## src/rtl/bsg_pkg.sv

```systemverilog
package bsg_pkg;

    localparam int BSG_NUM_BANKS = 2;
    localparam int BSG_BANK_A    = 0;
    localparam int BSG_BANK_B    = 1;

    typedef enum logic [1:0] {
        ST_IDLE   = 2'd0,
        ST_SIMPLE = 2'd1,
        ST_BURST  = 2'd2
    } bsg_state_e;

    // One strobe family: combined output plus one per bank, all active-low
    typedef struct packed {
        logic                     all_n;
        logic [BSG_NUM_BANKS-1:0] bank_n;
    } bsg_fam_t;

    localparam bsg_fam_t BSG_FAM_OFF = '{all_n: 1'b1, bank_n: '1};

endpackage

```

## src/rtl/bsg_sync.sv

```systemverilog
module bsg_sync #(
    parameter int STAGES = 2
) (
    input  logic clk,
    input  logic rst_n,
    input  logic d_async,
    output logic q_sync
);
    localparam int LAST = STAGES - 1;

    logic [STAGES-1:0] chain_q;

    generate
        for (genvar gs = 0; gs < STAGES; gs++) begin : g_stage
            if (gs == 0) begin : g_first
                always_ff @(posedge clk or negedge rst_n) begin
                    if (!rst_n) chain_q[gs] <= 1'b0;
                    else        chain_q[gs] <= d_async;
                end
            end else begin : g_rest
                always_ff @(posedge clk or negedge rst_n) begin
                    if (!rst_n) chain_q[gs] <= 1'b0;
                    else        chain_q[gs] <= chain_q[gs-1];
                end
            end
        end
    endgenerate

    assign q_sync = chain_q[LAST];

endmodule

```

## src/rtl/bsg_fsm.sv

```systemverilog
module bsg_fsm
    import bsg_pkg::*;
(
    input  logic       clk,
    input  logic       rst_n,
    input  logic       cyc_act,
    input  logic       cyc_burst,
    input  logic       cyc_rd,
    input  logic       bank_sync,
    output bsg_state_e state_nx,
    output logic       bank_nx,
    output logic       rd_nx
);
    bsg_state_e state_q;
    logic       bank_q;
    logic       rd_q;

    // State register
    always_ff @(posedge clk or negedge rst_n) begin
        if (!rst_n) begin
            state_q <= ST_IDLE;
            bank_q  <= 1'b0;
            rd_q    <= 1'b0;
        end else begin
            state_q <= state_nx;
            bank_q  <= bank_nx;
            rd_q    <= rd_nx;
        end
    end

    // Next state: type, direction and first bank latched on START_*
    always_comb begin
        state_nx = state_q;
        bank_nx  = bank_q;
        rd_nx    = rd_q;
        unique case (state_q)
            ST_IDLE: begin
                if (cyc_act) begin
                    state_nx = cyc_burst ? ST_BURST : ST_SIMPLE;
                    bank_nx  = bank_sync;
                    rd_nx    = cyc_rd;
                end
            end
            ST_SIMPLE: begin
                if (!cyc_act) state_nx = ST_IDLE;
            end
            ST_BURST: begin
                if (!cyc_act) state_nx = ST_IDLE;
                else          bank_nx  = ~bank_q;
            end
            default: state_nx = ST_IDLE;
        endcase
    end

endmodule

```

## src/rtl/bsg_strobe_out.sv

```systemverilog
module bsg_strobe_out
    import bsg_pkg::*;
(
    input  logic       clk,
    input  logic       rst_n,
    input  bsg_state_e state_nx,
    input  logic       bank_nx,
    input  logic       rd_nx,
    output bsg_fam_t   dtx_q,
    output bsg_fam_t   dce_q,
    output bsg_fam_t   itx_q
);
    logic [BSG_NUM_BANKS-1:0] hit;
    bsg_fam_t dtx_d, dce_d, itx_d;

    generate
        for (genvar gb = 0; gb < BSG_NUM_BANKS; gb++) begin : g_hit
            assign hit[gb] = (bank_nx == 1'(gb));
        end
    endgenerate

    // Output decode from the state being entered
    always_comb begin
        dtx_d = BSG_FAM_OFF;
        dce_d = BSG_FAM_OFF;
        itx_d = BSG_FAM_OFF;
        unique case (state_nx)
            ST_IDLE: ;
            ST_SIMPLE: begin
                dce_d.all_n  = 1'b0;
                dce_d.bank_n = ~hit;
                if (rd_nx) begin
                    dtx_d.all_n  = 1'b0;
                    dtx_d.bank_n = ~hit;
                    itx_d.all_n  = 1'b0;
                    itx_d.bank_n = ~hit;
                end
            end
            ST_BURST: begin
                dce_d.all_n = 1'b0;
                if (rd_nx) begin
                    dce_d.bank_n = ~hit;
                    dtx_d.all_n  = 1'b0;
                    dtx_d.bank_n = ~hit;
                    itx_d.all_n  = 1'b0;
                    itx_d.bank_n = ~hit;
                end else begin
                    dce_d.bank_n = '0;
                end
            end
            default: ;
        endcase
    end

    always_ff @(posedge clk or negedge rst_n) begin
        if (!rst_n) begin
            dtx_q <= BSG_FAM_OFF;
            dce_q <= BSG_FAM_OFF;
            itx_q <= BSG_FAM_OFF;
        end else begin
            dtx_q <= dtx_d;
            dce_q <= dce_d;
            itx_q <= itx_d;
        end
    end

endmodule

```

## src/rtl/bank_strobe_gen.sv

```systemverilog
module bank_strobe_gen
    import bsg_pkg::*;
#(
    parameter int SYNC_STAGES = 2
) (
    input  logic clk,
    input  logic rst_n,
    input  logic cyc_act,
    input  logic cyc_burst,
    input  logic cyc_rd,
    input  logic nxt_bank_b,
    output logic dtx_n,
    output logic dtx_a_n,
    output logic dtx_b_n,
    output logic dce_n,
    output logic dce_a_n,
    output logic dce_b_n,
    output logic itx_n,
    output logic itx_a_n,
    output logic itx_b_n
);
    logic       bank_sync;
    bsg_state_e state_nx;
    logic       bank_nx;
    logic       rd_nx;
    bsg_fam_t   dtx_q, dce_q, itx_q;

    bsg_sync #(.STAGES(SYNC_STAGES)) u_sync (
        .clk     (clk),
        .rst_n   (rst_n),
        .d_async (nxt_bank_b),
        .q_sync  (bank_sync)
    );

    bsg_fsm u_fsm (
        .clk       (clk),
        .rst_n     (rst_n),
        .cyc_act   (cyc_act),
        .cyc_burst (cyc_burst),
        .cyc_rd    (cyc_rd),
        .bank_sync (bank_sync),
        .state_nx  (state_nx),
        .bank_nx   (bank_nx),
        .rd_nx     (rd_nx)
    );

    bsg_strobe_out u_out (
        .clk      (clk),
        .rst_n    (rst_n),
        .state_nx (state_nx),
        .bank_nx  (bank_nx),
        .rd_nx    (rd_nx),
        .dtx_q    (dtx_q),
        .dce_q    (dce_q),
        .itx_q    (itx_q)
    );

    assign dtx_n   = dtx_q.all_n;
    assign dtx_a_n = dtx_q.bank_n[BSG_BANK_A];
    assign dtx_b_n = dtx_q.bank_n[BSG_BANK_B];
    assign dce_n   = dce_q.all_n;
    assign dce_a_n = dce_q.bank_n[BSG_BANK_A];
    assign dce_b_n = dce_q.bank_n[BSG_BANK_B];
    assign itx_n   = itx_q.all_n;
    assign itx_a_n = itx_q.bank_n[BSG_BANK_A];
    assign itx_b_n = itx_q.bank_n[BSG_BANK_B];

endmodule

```

## config.mk

```make
export PLATFORM = sky130hd
export DESIGN_NAME = bank_strobe_gen
export DESIGN_NICKNAME = d
export VERILOG_FILES = /design/src/rtl/bsg_pkg.sv /design/src/rtl/bsg_sync.sv /design/src/rtl/bsg_fsm.sv /design/src/rtl/bsg_strobe_out.sv /design/src/rtl/bank_strobe_gen.sv
export SDC_FILE = /design/constraint.sdc
export NUM_CORES = 1
export LEC_CHECK = 0
export ABC_AREA = 1
export BUFFER_PORTS_ARGS = -buffer_cell sky130_fd_sc_hd__buf_2
export CAP_MARGIN = 25
export CORE_ASPECT_RATIO = 0.9
export CORE_MARGIN = 8
export CORE_UTILIZATION = 35
export DETAILED_ROUTE_END_ITERATION = 12
export HOLD_SLACK_MARGIN = 0.08
export PLACE_DENSITY = 0.62
export SLEW_MARGIN = 15
export SYNTH_ARGS = -nofsm -noshare
export SYNTH_HDL_FRONTEND = slang
export SYNTH_SLANG_ARGS = --single-unit
export TNS_END_PERCENT = 100
```

## constraint.sdc

```tcl
create_clock -name clk -period 2.8 [get_ports clk]
set_input_delay 0 -clock clk [delete_from_list [all_inputs] [get_ports clk]]
set_output_delay 0 -clock clk [all_outputs]
set_load 0.005 [all_outputs]
```

### After elaboration in Yosys (flattened, before gate mapping)

Cells that the tools add are included.

| word-level totals | value |
|---|---|
| word-level logic and storage cells | 32 |
| bits in registers | 12 |
| input bits | 6 |
| output and inout port bits | 9 |

| operators by class | value |
|---|---|
| bitwise operators | 3 |
| reduce and logical (&&, ||, !) cells | 3 |
| muxes and demuxes | 13 |
| equality and inequality tests | 4 |

Operators with widths:

| operator | number |
|---|---|
| 2-bit 2-to-1 mux | 4 |
| 3-bit 2-to-1 mux | 2 |
| 3-bit one-hot mux with 2 select lines | 1 |
| 2-bit by 1-bit equality test with 1-bit output (second input constant) | 2 |
| 2-bit equality test (second input constant) | 2 |
| 1-bit 2-to-1 mux | 4 |
| 2-bit one-hot mux with 2 select lines | 1 |
| 2-bit OR reduction | 2 |
| 2-bit zero test | 1 |
| 1-bit NOT | 2 |
| 2-bit NOT | 1 |
| 1-bit one-hot mux with 2 select lines | 1 |

### Longest topological paths before layout

Gate-level depths: netlist of the first run.

| logic depth | value |
|---|---|
| depth in word-level cells | 7 |
| depth in mapped cells | 12 |
| mapped depth without buffers | 12 |

### Hierarchy

A second synthesis of the first run with hierarchy kept.

| unflattened totals | value |
|---|---|
| cell total of the unflattened synthesis | 57 |
| area total of the unflattened synthesis | 570.5 sq um |

Modules (own cells, without submodules):

| module | cells an instance | seq. area each (sq um) | area an instance (sq um) | times used |
|---|---|---|---|---|
| bsg_strobe_out | 24 | 157.7 | 261.5 | 1 |
| bsg_fsm | 31 | 100.1 | 259.0 | 1 |
| bsg_sync | 2 | 50.0 | 50.0 | 1 |

### Least setup slack after synthesis of the first run

Ideal clock, no wire load.

| path | value |
|---|---|
| path kind | reg2reg |
| from | reg u_fsm.state_q[0] |
| to | reg, netlist name u_out.itx_q[0] |
| period minus slack after synthesis | 1.503 ns |
| arrival | 1.418 ns |
| cell stages (with the launch flop) | 10 |
| setup slack | 1.297 ns |
| library setup time | 0.086 ns |
| data required time | 2.714 ns |
| buffers on the path | 0 |
| path through | dfrtp_1 -> inv_1 -> ha_1 -> nand3_1 -> nand2_1 -> nand3_1 -> inv_1 -> ha_1 -> inv_1 -> nand3_1 |

RTL lines:

| item | RTL line | source |
|---|---|---|
| start, declared | bsg_fsm.sv:14 | `bsg_state_e state_q;` |
| start signal, assigned | bsg_fsm.sv:25 | `state_q <= state_nx;` |

==> flow_summary.json, run 1 <==
{
  "run_status": "finished, final reports clean",
  "first_global_vias": 431,
  "cp_data_required_time_ns": 2.99,
  "mappedNetlistNets": 78,
  "synthToLayoutAreaGrowth_pct": 21.9,
  "timing.hold.worst.class": "in2async",
  "worst-slew-pin-transition_ns": 0.252,
  "die_height_um": 55.5,
  "synth_area_um2": 607,
  "detailed_place_hpwl_um": 797,
  "post_cts_setup_repair_buffer_count": 0,
  "route.met3.wl_um": 55,
  "initial_standard_cell_utilization_of_the_core_pct": 36.9,
  "routed_wirelength_um": 987,
  "max-slew-margin-rel_pct": 83.2,
  "slew_viol_final": 0,
  "timing.final.crit_period_ns": 1.64,
  "final_layout_size_suffix_gt1_share_pct": 33.3,
  "gp_routability_congestion": 0.740,
  "nFillCells": 174,
  "core_area_mm2": 0.00165,
  "detail_route.drc_violations": 0,
  "max-vdd-ir-drop_mv": 0.518,
  "fin_cells": 108,
  "timing_hold_violations_final": 0,
  "cts.root.buffer_cell": "clkbuf_4",
  "clkTransAtPathRegs_ns": 0.07,
  "clock_skew_ns": 0.00562,
  "insertedDiodeCount": 0,
  "r2r.worst_path.cells": 9,
  "routed-wl-met2_um": 499,
  "die_area_mm2": 0.00332,
  "cpLargestDelayFamily": "adder cells",
  "route.top_layer_used": "met3",
  "rr_startpoint": "u_fsm.state_q[0]",
  "grt_util_all_layers_pct": 6.80,
  "synth.yosys.seq_area_share_pct": 50.7,
  "detail_route.iter0.violations": 9,
  "synth.lib_cells_used.distinct": 14,
  "cp_data_arrival_time_ns": 1.84,
  "cts.path.max_buffers": 2,
  "setup_repair_after_global_routing_missed_its_margin": "false",
  "port-buffer-count": 14,
  "synthesis.area_per_instance_um2": 9.06,
  "final_min_period_over_clock_period_pct": 58.6,
  "latest_clock_arrival_within_the_worst_skew_pair_ns": 0.27,
  "num_cts_buffers": 3,
  "clock_tree_from_tritoncts": "built",
  "die_width_um": 59.9,
  "final_area_um2": 739,
  "io_pins": 15,
  "grt_antenna_before_repair": 0,
  "dp.cells": 101,
  "vias_per_cell": 3.89,
  "h-tree-depth": 1,
  "report.final.setup_viol": 0,
  "crit_path_end_kind": "flop",
  "drt-pass1-iter-count": 3,
  "tritoncts_num_sinks": 12,
  "ff_to_ff_end": "u_out.itx_q[0]",
  "first_pass_grt_wire_length_mm": 1.78,
  "vias": 420,
  "critPathSlowestCell": "dfrtp_1",
  "setup_tns_final_ns": 0,
  "detail_route.wirelength.met1_um": 431,
  "pwr_density_cell_mw_per_mm2": 1040,
  "cp-start-kind": "flop",
  "critical_path_class": "reg2reg",
  "cap_viol_max_count": 0,
  "maximum_number_of_pins_on_one_net_before_global_route_repair": 13,
  "crit_path_cell_trace": "inv_1 > ha_1 > nand3_1 > nand2_1 > nand3_1 > inv_1 > ha_1 > inv_1 > nand3_1",
  "synth_warnings": 0,
  "setup_slack_ns": 1.16,
  "ant_nets": 0,
  "dpl_cell_area_um2": 673,
  "setup.reg_to_reg.worst_slack_ns": 1.16,
  "p_leak_nw": 0.400,
  "largest_incremental_delay_on_the_critical_path_ns": 0.38,
  "fmax_mhz": 609,
  "crit_path_max_fanout": 5,
  "final_core_util_pct": 44.9,
  "critical_path_buf_inv_count": 3,
  "overflow": 0,
  "wl_per_cell_um": 9.14,
  "syn_inst": 67,
  "detailedPlace.worstSlack_ns": 1.14,
  "core.rowCount": 14,
  "post_cts_resize_count": 0,
  "final_nets": 96,
  "synth.ff_latch_count": 12
}
worst reg2reg max path, cell delays in order, from the launching register on:
cell,delay [ns]
dfrtp_1,0.38
inv_1,0.09
ha_1,0.31
nand3_1,0.09
nand2_1,0.05
nand3_1,0.09
inv_1,0.06
ha_1,0.29
inv_1,0.12
nand3_1,0.09
flip-flops by register name, summed over array words and instances, names as in the netlist:
signal          cells
u_fsm.bank_q        1
u_fsm.state_q       2
u_sync.q_sync       1
u_sync.chain_q      1
u_out.itx_q         3
u_out.dce_q         3
u_fsm.rd_q          1
stage by stage:
step | hold WS (ns) | power [mW]
6_report | 0.124 | 0.772
2_1_floorplan | -0.296 | 0.562
4_1_cts | 0.116 | 0.790
5_1_grt | 0.133 | 0.863
3_3_place_gp | -0.117 | 0.643
3_5_place_dp | -0.118 | 0.650
layout make-up:
| class | count | area, um^2 | share of cell area [%] |
|---|---|---|---|
| inverters | 13 | 48.8 | 6.60 |
| flip-flops and latches | 12 | 308 | 41.6 |
| well taps | 24 | 30.0 | 4.06 |
| multi-input cells | 38 | 216 | 29.3 |
| clock buffers | 4 | 36.3 | 4.91 |
| repair buffers | 17 | 100 | 13.5 |
cell families after synthesis:
family	Yosys count	synth area share [%]
compound gates	1	0.824
fa+ha+maj	5	10.3
flops	12	50.7
simple gates	32	24.5
buf+inv	17	13.6
worst max path at each step:
stage | from | end | cells after the start
final | u_fsm.state_q[0] | u_out.itx_q[0] | 9
after global routing | u_fsm.state_q[1] | u_out.itx_q[1] | 9
after CTS | u_fsm.state_q[1] | u_out.itx_q[0] | 9
after detailed placement | u_fsm.state_q[1] | u_out.itx_q[0] | 9
after global placement | u_fsm.state_q[1] | u_out.itx_q[1] | 9
after floorplan | u_fsm.state_q[0] | u_out.itx_q[0] | 9
report_power, final:
part	internal (mW)	total [mW]	switching, mW
logic	0.136	0.340	0.204
registers	0.269	0.300	0.0316
clock network	0.0790	0.132	0.0528
per-layer routing:
layer | vias up | track usage, %
met5 | - | 0
met3 | 0 | 3.46
li1 | 231 | -
met1 | 180 | 7.38
met4 | 0 | 2.04
met2 | 9 | 11.1
repair_timing:
action                                  4_1_cts  5_1_grt
hold buffers                                  3        0
hold endpoints to repair                     14        0
endpoints found under the setup margin        0        0
cells in the mapped netlist (all sizes together):
cell,instances,area share (%)
inv,13,8.0
dfrtp,6,25
o21ai,1,0.82
buf,4,5.6
nor2,2,1.2
ha,5,10
nand3,11,11
nand2,18,12
dfstp,6,26
or2,1,1.0
placed cells by master (no fill, tap or decap), types with 3 or more instances in the layout:
master | synthesis | layout
nand2_1 | 17 | 17
buf_2 | 0 | 14
inv_1 | 12 | 12
nand3_1 | 9 | 9
dfrtp_1 | 6 | 6
dfstp_2 | 6 | 6
ha_1 | 5 | 5
clkbuf_4 | 0 | 3
dlygate4sd3_1 | 0 | 3
(Power assumes the default switching activity.)
==> inputs of run 2 (changes only) <==
--- a/config.mk
+++ b/config.mk
@@ -13,7 +13,7 @@
 export CORE_UTILIZATION = 35
 export DETAILED_ROUTE_END_ITERATION = 12
 export HOLD_SLACK_MARGIN = 0.08
-export PLACE_DENSITY = 0.62
+export PLACE_DENSITY = 0.64
 export SLEW_MARGIN = 15
 export SYNTH_ARGS = -nofsm -noshare
 export SYNTH_HDL_FRONTEND = slang
==> constraint.sdc (replaced) <==
create_clock -name clk -period 1.5 [get_ports clk]
set_input_delay 0 -clock clk [delete_from_list [all_inputs] [get_ports clk]]
set_output_delay 0 -clock clk [all_outputs]
set_load 0.005 [all_outputs]
==> run 2 against run 1 <==
Clock skew shrank 0.0018 ns. Count of clock-buffer cells in the layout is the same. Maximum frequency grew 13%. Sequential cell count is the same. First-iteration DRC count shrank 11%. Sequential share of layout area shrank 5.3 points. Critical path depth grew 2. Via count grew 13%. Sequential power grew 83%. Largest cell class unchanged. Highest routed layer unchanged.
==> flow_summary.json, run 2 (synthesis results as in run 1) <==
{
  "num_cts_buffers": 3,
  "r2r.worst_path.cells": 11,
  "core_area_mm2": 0.00165,
  "synthToLayoutAreaGrowth_pct": 39.6,
  "drt-pass1-iter-count": 4,
  "crit_path_max_fanout": 2,
  "detail_route.drc_violations": 0,
  "max-vdd-ir-drop_mv": 1.37,
  "max-slew-margin-rel_pct": 82.6,
  "largest_registers": "u_out.dce_q x3, u_out.itx_q x3, u_fsm.state_q x2",
  "cts.root.buffer_cell": "clkbuf_4",
  "cp_data_required_time_ns": 1.71,
  "port-buffer-count": 14,
  "clkTransAtPathRegs_ns": 0.07,
  "holdWs_ns": 0.129,
  "tritoncts_num_sinks": 12,
  "cp_data_arrival_time_ns": 1.66,
  "io_pins": 15,
  "cts.path.max_buffers": 2,
  "final_min_period_over_clock_period_pct": 97.0,
  "final_layout_size_suffix_gt1_share_pct": 54.3,
  "detailed_place_hpwl_um": 895,
  "grt_util_all_layers_pct": 7.25,
  "worst-slew-pin-transition_ns": 0.260,
  "h-tree-depth": 1,
  "maximum_number_of_pins_on_one_net_before_global_route_repair": 13,
  "setup_tns_final_ns": 0,
  "gp_routability_congestion": 0.725,
  "fin_cells": 116,
  "wl_per_cell_um": 10.5,
  "latest_clock_arrival_within_the_worst_skew_pair_ns": 0.27,
  "dp.cells": 107,
  "slew_viol_final": 0,
  "run_status": "finished, final reports clean",
  "final_area_um2": 847,
  "pwr_density_cell_mw_per_mm2": 2150,
  "final_nets": 104,
  "cap_viol_max_count": 0,
  "first_pass_grt_wire_length_mm": 1.84,
  "cp-start-kind": "flop",
  "clock_skew_ns": 0.00382,
  "crit_path_end_kind": "flop",
  "setup_repair_after_global_routing_missed_its_margin": "true",
  "critical_path_class": "reg2reg",
  "timing_hold_violations_final": 0,
  "grt_antenna_before_repair": 0,
  "final_core_util_pct": 51.4,
  "die_area_mm2": 0.00332,
  "timing.hold.worst.class": "in2async",
  "fmax_mhz": 688,
  "clock_tree_from_tritoncts": "built",
  "most-common-layout-cells": "14 x nand2_1, 14 x buf_2, 8 x buf_4",
  "first_global_vias": 462,
  "setup_slack_ns": 0.0455,
  "dpl_cell_area_um2": 718,
  "vias": 475,
  "report.final.setup_viol": 0,
  "die_height_um": 55.5,
  "routed_wirelength_mm": 1.22,
  "overflow": 0,
  "total_power_mw": 1.82,
  "ant_nets": 0,
  "ff_to_ff_end": "u_out.dce_q[1]",
  "p_leak_nw": 0.439,
  "detailedPlace.worstSlack_ns": -0.0346,
  "vias_per_cell": 4.09,
  "rr_startpoint": "u_fsm.state_q[0]",
  "timing.final.crit_period_ns": 1.45,
  "insertedDiodeCount": 0,
  "detail_route.iter0.violations": 8,
  "die_width_um": 59.9,
  "initial_standard_cell_utilization_of_the_core_pct": 36.9,
  "setup.reg_to_reg.worst_slack_ns": 0.05,
  "core.rowCount": 14
}
run 2: cell count changes in the layout (fill, tap and decap cells not counted), sizes merged:
| cell | delta |
|---|---|
| buf | +8 |
run 2: what timing repair did:
item,CTS,global route
gates resized for setup,3,10
endpoints found under the hold margin,14,0
setup buffers,0,2
endpoints found under the setup margin,6,6
pin swaps,2,6
hold buffers,3,0
run 2: how the worst max path moves through the flow:
stage	from	endpoint	slack (ns)	cells after the start
after detailed placement	u_fsm.state_q[0]	u_out.itx_q[0]	-0.03	9
after global placement	u_fsm.state_q[0]	u_out.itx_q[1]	-0.008	9
after floorplan	u_fsm.state_q[0]	u_out.itx_q[0]	0.02	9
after global routing	u_fsm.state_q[0]	u_out.dce_q[1]	-0.04	11
final	u_fsm.state_q[0]	u_out.dce_q[1]	0.05	11
after CTS	u_fsm.state_q[0]	u_out.dce_q[1]	0.007	11
run 2: metal layers:
layer / share of wire (%) / wire length (um) / global-route usage, % / vias to the layer above
met5: 0 / 0 / 0 / -
met4: 0 / 0 / 2.04 / 0
met3: 6.3 / 77 / 4.85 / 0
met2: 53 / 652 / 12.5 / 9
met1: 40 / 492 / 6.70 / 215
li1: - / - / - / 251
run 2: worst max-delay path, cell delays in order, from the launching register on:
cell,delay [ns]
dfrtp_1,0.36
inv_2,0.06
ha_4,0.27
nand3_2,0.08
nand2_2,0.07
nand3_2,0.07
inv_2,0.09
ha_4,0.13
nand3_2,0.07
nand2_2,0.08
nand2_1,0.05
nand2_1,0.08
run 2: final cells by class:
class	count	area, um^2
sequential	12	308
timing repair buffer	25	160
clock buffer	4	36.3
multi-input combinational	38	264
fill	172	800
inverter	13	48.8
tap	24	30.0
run 2: power by group:
group          total, mW  leakage [nW]  internal (mW)  switching [mW]
registers          0.550         0.135          0.502          0.0474
logic               1.03         0.283          0.491           0.534
clock network      0.249        0.0210          0.147           0.101
==> inputs of run 3 (changes only) <==
--- a/config.mk
+++ b/config.mk
@@ -8,14 +8,14 @@
 export ABC_AREA = 1
 export BUFFER_PORTS_ARGS = -buffer_cell sky130_fd_sc_hd__buf_2
 export CAP_MARGIN = 25
-export CORE_ASPECT_RATIO = 0.9
 export CORE_MARGIN = 8
-export CORE_UTILIZATION = 35
+export CORE_UTILIZATION = 40
 export DETAILED_ROUTE_END_ITERATION = 12
 export HOLD_SLACK_MARGIN = 0.08
-export PLACE_DENSITY = 0.64
+export PLACE_DENSITY = 0.72
 export SLEW_MARGIN = 15
 export SYNTH_ARGS = -nofsm -noshare
 export SYNTH_HDL_FRONTEND = slang
+export SYNTH_HIERARCHICAL = 1
 export SYNTH_SLANG_ARGS = --single-unit
 export TNS_END_PERCENT = 100
==> run 3 against run 2 <==
Cell area decreased by 4.7%. Cell count down 20%. Synthesized cell count down 15%. Count of clock-buffer cells in the layout unchanged. Maximum frequency is 1.9% lower. Global-route usage up 1.7 points. Combinational power is essentially flat. Clock skew is 0.0035 ns lower. Sequential share of layout area grew 1.8 points. Critical endpoint is now u_out/dtx_q[1]. Highest routed layer unchanged.
==> flow_summary.json, run 3 <==
{
  "run_status": "finished, final reports clean",
  "final_min_period_over_clock_period_pct": 98.8,
  "most-common-layout-cells": "14 x buf_2, 11 x nand2_1, 6 x nand3_2, 6 x dfrtp_1, 6 x dfstp_2",
  "cap_viol_max_count": 0,
  "die_area_mm2": 0.00289,
  "cts.path.max_buffers": 2,
  "timing.hold.worst.class": "in2reg",
  "core_area_mm2": 0.00132,
  "latest_clock_arrival_within_the_worst_skew_pair_ns": 0.26,
  "final_layout_size_suffix_gt1_share_pct": 64.1,
  "yosys.cell_count.top_type": "nand2_1",
  "vias_per_cell": 4.84,
  "post_synth_most_frequent_cells": "12 x nand2_1, 11 x nand3_1, 6 x dfrtp_1, 6 x dfstp_2, 6 x inv_1",
  "vias": 450,
  "synth_enable_flop_cells": 0,
  "die_width_um": 53.8,
  "ys_dominant_reg_cell": "dfstp_2",
  "timing_hold_violations_final": 0,
  "synth_warnings": 6,
  "cp_data_arrival_time_ns": 1.68,
  "yosysTopAreaCellShare_pct": 27.6,
  "crit_path_end_kind": "flop",
  "clock_skew_ns": 0.000298,
  "grt_util_all_layers_pct": 8.92,
  "core.rowCount": 13,
  "final_nets": 90,
  "ys_async_sr_fraction_pct": 100,
  "maximum_number_of_pins_on_one_net_before_global_route_repair": 13,
  "gp_routability_congestion": 0.765,
  "final_core_util_pct": 61.3,
  "cp-start-kind": "flop",
  "report.final.setup_viol": 0,
  "tritoncts_num_sinks": 12,
  "detailed_place_hpwl_um": 848,
  "synthToLayoutAreaGrowth_pct": 41.4,
  "critical_path.most_common_cell": "inv_2",
  "initial_standard_cell_utilization_of_the_core_pct": 43.3,
  "cp_data_required_time_ns": 1.70,
  "port-buffer-count": 14,
  "die_height_um": 53.8,
  "detail_route.iter0.violations": 11,
  "p_leak_nw": 0.364,
  "crit_path_cell_trace": "inv_2 > ha_4 > nand3_1 > nand2_1 > nand2_1 > inv_2 > inv_2 > ha_4 > inv_6 > nand3_2",
  "detail_route.drc_violations": 0,
  "mappedNetlistNets": 68,
  "dpl_cell_area_um2": 661,
  "clkTransAtPathRegs_ns": 0.07,
  "yosysTopAreaCell": "dfstp_2",
  "first_pass_grt_wire_length_mm": 1.86,
  "ant_nets": 0,
  "grt_antenna_before_repair": 0,
  "final_area_um2": 807,
  "max-slew-margin-rel_pct": 82.2,
  "wl_per_cell_um": 12.7,
  "largest_incremental_delay_on_the_critical_path_ns": 0.39,
  "largest_registers": "u_out/dce_q x3, u_out/dtx_q x3, u_fsm/state_q x2",
  "synth.lib_cells_used.distinct": 14,
  "synth.top_cells.by_area": "dfstp_2 28%, dfrtp_1 26%, ha_1 11%",
  "setup_slack_ns": 0.0179,
  "fmax_mhz": 675,
  "overflow": 0,
  "clock_tree_from_tritoncts": "built",
  "layout.cells.most_common": "buf_2",
  "first_global_vias": 456,
  "num_cts_buffers": 3,
  "cts.root.buffer_cell": "clkbuf_4",
  "io_pins": 15,
  "worst-slew-pin-transition_ns": 0.267,
  "setup_repair_after_global_routing_missed_its_margin": "true",
  "routed_wirelength_mm": 1.18,
  "pwr_density_cell_mw_per_mm2": 2220,
  "synthesis.area_per_instance_um2": 10.0,
  "critical_path_class": "reg2reg",
  "synth_area_um2": 571,
  "critPathSlowestCell": "dfrtp_1",
  "drt-pass1-iter-count": 4,
  "insertedDiodeCount": 0,
  "slew_viol_final": 0,
  "detailedPlace.worstSlack_ns": -0.0996,
  "max-vdd-ir-drop_mv": 1.06,
  "timing.final.crit_period_ns": 1.48,
  "synth.ff_latch_count": 12,
  "setup_tns_final_ns": 0,
  "synth.yosys.seq_area_share_pct": 53.9,
  "crit_path_max_fanout": 5,
  "total_power_mw": 1.79,
  "h-tree-depth": 1,
  "syn_inst": 57
}
==> run 3: changes by cell type after synthesis, sizes merged <==
| cell | previous run | this run |
|---|---|---|
| a21oi | 0 | 2 |
| inv | 13 | 8 |
| nand2 | 18 | 14 |
| nor2 | 2 | 0 |
| o211ai | 0 | 1 |
| o21ai | 1 | 0 |
| or2 | 1 | 0 |
==> run 3: cell type report <==
type                    count  area (um^2)
well taps                  15         18.8
flip-flops and latches     12          308
repair buffers             21          128
fillers                   101          510
clock buffers               4         36.3
inverters                   8         40.0
multi-input cells          33          277
==> run 3: worst max-delay path: cells and delay by family (launching register included) <==
family                   cells  cell delay [ns]
flip-flops                   1             0.39
AND/OR/NAND/NOR              4             0.26
adder cells (fa/ha/maj)      2             0.54
buffers and inverters        4             0.23
==> run 3: where the power goes <==
group          total (mW)  switching (mW)  internal (mW)
Sequential          0.549          0.0547          0.494
Clock               0.247          0.0999          0.147
Combinational       0.998           0.541          0.457
Total                1.79           0.696           1.10
==> run 3: kinds of logic (layout without fill, tap and decap cells) <==
group                    Yosys count  count (layout)  synth area share (%)
flip-flops                        12              12                  53.9
adder cells (fa/ha/maj)            5               5                  11.0
AO/OA/AOI/OAI                      3               3                  3.73
buffers and inverters             12              33                  11.6
AND/OR/NAND/NOR                   25              25                  19.7
==> run 3: stage by stage <==
step           hold slack [ns]  instances
5_1_grt                  0.111         93
4_1_cts                  0.111         93
2_1_floorplan           -0.296         57
3_3_place_gp            -0.120         85
6_report                 0.118         93
3_5_place_dp            -0.111         85
==> run 3: what timing repair did <==
item	4_1_cts	5_1_grt
hold buffers	2	0
resized for setup	11	7
endpoints found under the hold margin	13	0
pin swaps	6	6
endpoints found under the setup margin	5	5
buffers inserted	2	0
==> run 3: routing by layer <==
metal	track usage, %	part of all wire [%]	up-vias	wire [um]
li1	-	-	221	-
met1	8.05	35	220	409
met2	16.8	58	9	681
met3	3.86	7.5	0	88
met4	3.78	0	0	0
met5	0	0	-	0
==> run 3: path summary, 6_finish.rpt <==
path,start,endpoint,slack (ns),cells after the start
setup / recovery,u_fsm/state_q[0],u_out/dtx_q[1],0.02,10
hold reg to reg,u_sync/chain_q[0],u_sync/q_sync,0.37,0
hold / removal,cyc_act,u_fsm/state_q[1],0.12,3
max in group asynchronous,rst_n,u_out/dce_q[1],1.10,2
setup reg to reg,u_fsm/state_q[0],u_out/dtx_q[1],0.02,10
min in group asynchronous,rst_n,u_fsm/rd_q,0.13,2
